$ cat config.mk
export PLATFORM = sky130hd
export DESIGN_NAME = sdram_mrs_xlate
export DESIGN_NICKNAME = d
export VERILOG_FILES = /design/src/rtl/sdram_mrs_xlate.sv
export SDC_FILE = /design/constraint.sdc
export NUM_CORES = 1
export LEC_CHECK = 0
export BUFFER_PORTS_ARGS = -buffer_cell sky130_fd_sc_hd__buf_2
export CAP_MARGIN = 20
export CORE_ASPECT_RATIO = 0.75
export CORE_UTILIZATION = 37
export CTS_CLUSTER_SIZE = 14
export DETAILED_ROUTE_END_ITERATION = 12
export PLACE_DENSITY = 0.84
export SLEW_MARGIN = 20
export SYNTH_ARGS = -nofsm -noshare
export SYNTH_HDL_FRONTEND = slang
export SYNTH_SLANG_ARGS = --single-unit
$ cat constraint.sdc
create_clock -name clk -period 4.3 [get_ports clk]
set_input_delay 0.215 -clock clk [delete_from_list [all_inputs] [get_ports clk]]
set_output_delay 0.215 -clock clk [all_outputs]
set_load 0.01 [all_outputs]
$ cat src/rtl/sdram_mrs_xlate.sv
module sdram_mrs_xlate #(
  parameter int          SDA_W   = 15,
  parameter int          MRS_DLY = 2,
  parameter logic [19:0] WIN2    = 20'hA4FD4,
  parameter logic [19:0] WIN3    = 20'hA4FD5
) (
  input  logic             clk,
  input  logic             rst_n,
  input  logic             cfg_done,
  input  logic             cfg_wide,
  input  logic             wr_valid,
  input  logic [31:0]      wr_addr,
  input  logic [1:0]       wr_size,
  input  logic [31:0]      wr_data,
  output logic [1:0]       sd_cs_n,
  output logic             sd_ras_n,
  output logic             sd_cas_n,
  output logic             sd_we_n,
  output logic [SDA_W-1:0] sd_addr,
  output logic             mrs_err,
  output logic             busy,
  output logic [1:0]       cas_lat2,
  output logic [1:0]       cas_lat3,
  output logic             burst_wr2,
  output logic             burst_wr3
);
  localparam int CW = $clog2(MRS_DLY + 2);
  localparam logic [CW-1:0] LOAD = CW'(MRS_DLY + 1);

  logic [CW-1:0] cnt;
  logic [11:0]   mode;
  logic          aligned;

  wire unused_data = ^wr_data;
  wire [11:0] off  = wr_addr[11:0];
  wire hit2  = wr_valid && (wr_addr[31:12] == WIN2);
  wire hit3  = wr_valid && (wr_addr[31:12] == WIN3);
  wire take  = (hit2 || hit3) && cfg_done && !busy;
  wire word  = (wr_size == 2'b01);

  always_comb begin
    if (cfg_wide) begin
      mode    = {2'b00, off[11:2]};
      aligned = (off[1:0] == 2'b00);
    end else begin
      mode    = {1'b0, off[11:1]};
      aligned = !off[0];
    end
  end

  wire cl_ok = (mode[6:4] == 3'd2) || (mode[6:4] == 3'd3);
  wire legal = aligned && (mode[2:0] == 3'd0) && !mode[3] && cl_ok &&
               (mode[8:7] == 2'b00) && (mode[11:10] == 2'b00);
  wire issue = take && word && legal;
  wire bad   = take && !(word && legal);

  assign busy = (cnt != '0);

  always_ff @(posedge clk) begin
    if (!rst_n) begin
      sd_cs_n   <= 2'b11;
      sd_ras_n  <= 1'b1;
      sd_cas_n  <= 1'b1;
      sd_we_n   <= 1'b1;
      sd_addr   <= '0;
      mrs_err   <= 1'b0;
      cnt       <= '0;
      cas_lat2  <= 2'd2;
      cas_lat3  <= 2'd2;
      burst_wr2 <= 1'b0;
      burst_wr3 <= 1'b0;
    end else begin
      sd_cs_n  <= {!(issue && hit3), !(issue && hit2)};
      sd_ras_n <= !issue;
      sd_cas_n <= !issue;
      sd_we_n  <= !issue;
      sd_addr  <= issue ? SDA_W'(off) : '0;
      mrs_err  <= bad;
      if (issue)     cnt <= LOAD;
      else if (busy) cnt <= cnt - 1'b1;
      if (issue && hit2) begin
        cas_lat2  <= {1'b1, mode[4]};
        burst_wr2 <= !mode[9];
      end
      if (issue && hit3) begin
        cas_lat3  <= {1'b1, mode[4]};
        burst_wr3 <= !mode[9];
      end
    end
  end
endmodule


Yosys cells after proc, flatten, opt, wreduce, memory -nomap -nowiden
Index checks and enable logic that the tools add are counted.
- flip-flop bits (word level): 25
- logic and storage cells: 52
- bits of input ports: 71
- output and inout port bits: 28
- reduce and logical (&&, ||, !) cells: 32
- add/subtract/negate cells: 1
- multiplexer cells: 4
- equal/unequal tests: 5
- operators by type and width (cell ; count):
    equality test 20 bit, second input constant ; 2
    logical AND 1 bit ; 15
    two-way mux 11 bit ; 1
    logical NOT 1 bit ; 8
    equality test 3 x 2 -> 1 bit, second input constant ; 2
    logical NOT 2 bit ; 3
    two-way mux 2 bit ; 2
    nonzero test 2 bit ; 2
    logical NOT 3 bit ; 1
    equality test 2 x 1 -> 1 bit, second input constant ; 1
    logical OR 1 bit ; 2
    AND reduction 2 bit ; 1
    subtractor 2 x 1 -> 2 bit, second input constant ; 1
    two-way mux 1 bit ; 1

Depth between registers and ports, before layout
- depth in word-level cells: 10
- mapped depth: 6
- gate-level depth less buffers: 6

Worst setup path after synthesis
OpenSTA, ideal clock, no wires.
- path kind: register to register
- start: reg cnt[0]
- end: reg cnt[1]
- slack: 2.705 ns
- data required time: 4.228 ns
- cell stages (with the launch flop): 7
- path buffers: 0
- arrival: 1.524 ns
- period minus slack after synthesis: 1.595 ns
- setup time: 0.072 ns
- path through: dfxtp_1 inv_1 ha_1 and4b_1 nand4_2 o41ai_2 mux2i_1
- cells in the longest elaborated chain, start to end: 6
- elaborated cells between the ends (all ways): 9
- classes of those cells: 1 x add/sub; 2 x mux; 6 x reduce/logical
- RTL lines (item ; line ; RTL):
    from (decl) ; 30 ; logic [CW-1:0] cnt;
    from (signal assigned) ; 80 ; else if (busy) cnt <= cnt - 1'b1;
    branches (longest 6 deep; another with subtractor 2 x 1 -> 2 bit) ; n/a ;
Several ways; the timed one is not identified. The select of a mux whose other input is x is not followed.
A chain may end at the register's enable or synchronous reset.

Worst setup path after layout
- start: reg cnt[0]
- end: reg cas_lat2[0]
- cells in the longest elaborated chain, start to end: 6
- RTL lines (item ; line ; RTL):
    nonzero test 2 bit ; 57 ; assign busy = (cnt != '0);
    logical NOT 1 bit ; 38 ; wire take = (hit2 || hit3) && cfg_done && !busy;
    logical AND 1 bit ; 38 ;
    logical AND 1 bit (2 in series) ; 54 ; wire issue = take && word && legal;
    logical AND 1 bit ; 81 ; if (issue && hit2) begin
    to (signal assigned) ; 82 ; cas_lat2 <= {1'b1, mode[4]};
    to (decl) ; 22 ; output logic [1:0] cas_lat2,
No other way between the ends.

==> impl_metrics.py <==
metrics = {
    "outcome": {
        "outcome": "finished, final reports clean",
    },
    "placement": {
        "place.detailed.hpwl_microns": 1640,
        "port_buffers": 61,
        "gp_congestion": 0.764,
    },
    "die": {
        "die_w_microns": 60.8,
        "initial_core_util": 0.403,
        "die_h_microns": 46.1,
        "dieArea_sq_mm": 0.00280,
        "coreArea_sq_mm": 0.00238,
        "io-pin-count": 99,
        "num_rows": 15,
    },
    "clock_network": {
        "cts_setup_buffers": 0,
        "ctsResizeCount": 0,
        "clockBufferDepth": 2,
        "clock_latency_ps": 300,
        "clkSinkCount": 22,
        "h-tree-depth": 1,
        "hold_buffers": 0,
        "cts.clk_slew.worst_paths_ps": 120,
        "tritoncts": "done",
        "cts_root_buf": "clkbuf_4",
        "cts_buffers": 3,
    },
    "drt": {
        "dr.pass1.iters": 4,
        "drc_errors": 0,
        "drt-total-wl_microns": 1960,
        "wire_per_inst_microns": 10.4,
        "drtIter0Drc": 16,
        "vias": 834,
        "viasPerCell": 4.44,
        "ant_nets": 0,
    },
    "global_route": {
        "grt-busiest-layer": "met2",
        "grt_max_degree": 14,
        "grt.total_usage": 0.129,
        "grt_use_met3": 0.0337,
        "grt.overflow.total": 0,
        "use_met2": 0.224,
        "grt_pass1_wl_microns": 2570,
        "use_met1": 0.151,
        "antenna_found_initial": 0,
        "grt_pass1_vias": 628,
    },
    "worst_setup_path": {
        "start_kind": "flip-flop",
        "reg2regPathDepth": 6,
        "critPathKind": "reg -> reg",
        "r2r_start": "cnt[0]",
        "required_ps": 4530,
        "endpoint_kind": "flip-flop",
        "crit_arrival_ps": 2020,
        "timing.rr.end": "cas_lat2[0]",
        "critPathMaxFanout": 6,
        "reg2reg_slack_ps": 2510,
    },
    "synthesis": {
        "synth_top_flop_cell": "dfxtp_1",
        "synth.distinct_cells": 31,
        "avgSynthCellArea_sq_um": 10.9,
        "synth_edf_count": 0,
        "syn_inst": 88,
        "ys_seq_area_frac": 0.459,
        "synth.cell_area_sq_um": 960,
        "synth-seq-cells": 22,
        "async_flop_share": 0,
        "yosys_warnings": 0,
    },
    "power": {
        "vdd_drop_max_mv": 0.144,
        "p_int_uw": 351,
        "power.share.clock": 0.337,
        "p_leak_nw": 0.647,
        "pwr-share-seq": 0.477,
        "p_per_area_mw_per_mm2": 342,
        "total_power_uw": 457,
        "netSwitchingFraction": 0.232,
        "combPwrFrac": 0.186,
        "switchingPower_uw": 106,
    },
    "cells_and_area": {
        "syn_to_final_growth_pct": 39.2,
        "num_antenna_cells": 0,
        "fin_util": 0.561,
        "nNetsFinal": 227,
        "drive_above_1_share": 0.500,
        "nFillCells": 233,
    },
    "sta": {
        "rsz0062_at_grt": "false",
        "finalHoldViolations": 0,
        "slew_viol_final": 0,
        "setup-violations-final": 0,
        "period_share": 0.417,
        "finalCriticalPeriod_ps": 1790,
        "tns_ps": 0,
        "max_freq_mhz": 558,
        "skew_ps": 7.82,
    },
    "flow_run": {
        "maxCapViolations": 0,
    },
    "worst_hold_path": {
        "whs_endpoint": "sd_cs_n[1]",
        "min_from": "wr_addr[12]",
        "hold-path-cell-count": 2,
        "hold_path_class": "in -> reg",
    },
}
==> placed cells by master, fill, tap and decap left out, types with 3 or more instances in the layout <==
cell type  netlist  layout
and4bb_2         3       3
mux2i_1          6       6
clkbuf_4         0       3
conb_1           2      12
and2_1           5       5
nor4_2           3       3
dfxtp_1         22      22
buf_2            1      61
inv_1            6       6
nand2_1          9       9
==> worst max-delay path, stage by stage (launching register included) <==
cell     delay, ps
dfxtp_1        350
inv_1           70
ha_1           240
and4b_1        220
nand4_2        210
nor4_2         410
mux2i_1        220
==> power groups by stage <==
| stage | logic [mW] | clock network [mW] | registers [mW] |
|---|---|---|---|
| global route | 0.0950 | 0.168 | 0.219 |
| detailed placement | 0.0847 | 0 | 0.223 |
| global placement | 0.0807 | 0 | 0.222 |
| floorplan | 0.0517 | 0 | 0.224 |
| finish | 0.0850 | 0.154 | 0.218 |
| CTS | 0.0856 | 0.157 | 0.218 |
==> Yosys cell counts, types with 2 or more instances <==
master | instances | share of area
dfxtp_1 | 22 | 0.46
nand2_1 | 9 | 0.035
buf_4 | 7 | 0.055
inv_1 | 6 | 0.023
mux2i_1 | 6 | 0.063
and2_1 | 5 | 0.033
and4bb_2 | 3 | 0.039
nor4_2 | 3 | 0.039
and4b_1 | 2 | 0.021
conb_1 | 2 | 0.0078
o21ai_0 | 2 | 0.010
or3_1 | 2 | 0.013
==> how the worst max path moves through the flow <==
stage	slack [ps]	cells after the start	from	end
finish	2510	6	cnt[0]	cas_lat2[0]
global placement	2600	6	cnt[0]	burst_wr3
CTS	2490	6	cnt[0]	cnt[1]
global route	2320	6	cnt[0]	cnt[1]
floorplan	2700	6	cnt[0]	cnt[1]
detailed placement	2530	6	cnt[0]	cnt[1]
==> final cells by class <==
cell class / instances / area (sq um) / share of cell area
clock buffers: 3 / 22.5 / 0.0169
clock inverters: 1 / 30.0 / 0.0225
inverters: 6 / 22.5 / 0.0169
multi-input cells: 61 / 473 / 0.354
flip-flops and latches: 22 / 440 / 0.330
well taps: 34 / 42.5 / 0.0318
repair buffers: 61 / 305 / 0.228
==> through the flow <==
| stage | hold slack, ps | cell area, sq um | worst slack (ps) | cells |
|---|---|---|---|---|
| after floorplan | 277 | 997 | 2700 | 98 |
| after global placement | 414 | 1280 | 2600 | 184 |
| after detailed placement | 412 | 1280 | 2530 | 184 |
| after CTS | 90.4 | 1340 | 2490 | 188 |
| after global routing | 73.1 | 1340 | 2320 | 188 |
| final | 96.3 | 1340 | 2510 | 188 |
==> metal layers <==
layer  share of wire  up-vias
li1                -      420
met1            0.42      377
met2            0.51       35
met3           0.064        2
met4          0.0046        0
met5               0        -
==> state kept, by name, summed over array words and instances (netlist names) <==
name,flops
sd_addr,12
cnt,2
sd_cs_n,2
burst_wr2,1
burst_wr3,1
cas_lat2,1
cas_lat3,1
mrs_err,1
sd_we_n,1
==> logic make-up after synthesis <==
kind of cell               Yosys count  synth area share
xor gates and xnor gates             1           0.00913
muxes                                7            0.0743
other                                2           0.00783
AOI/OAI and AO/OA                    7            0.0652
adders and majority gates            1            0.0130
buffers and inverters               15            0.0873
and+or+nand+nor                     33             0.284
DFF                                 22             0.459
No activity file was read; power rests on OpenSTA's default activity.
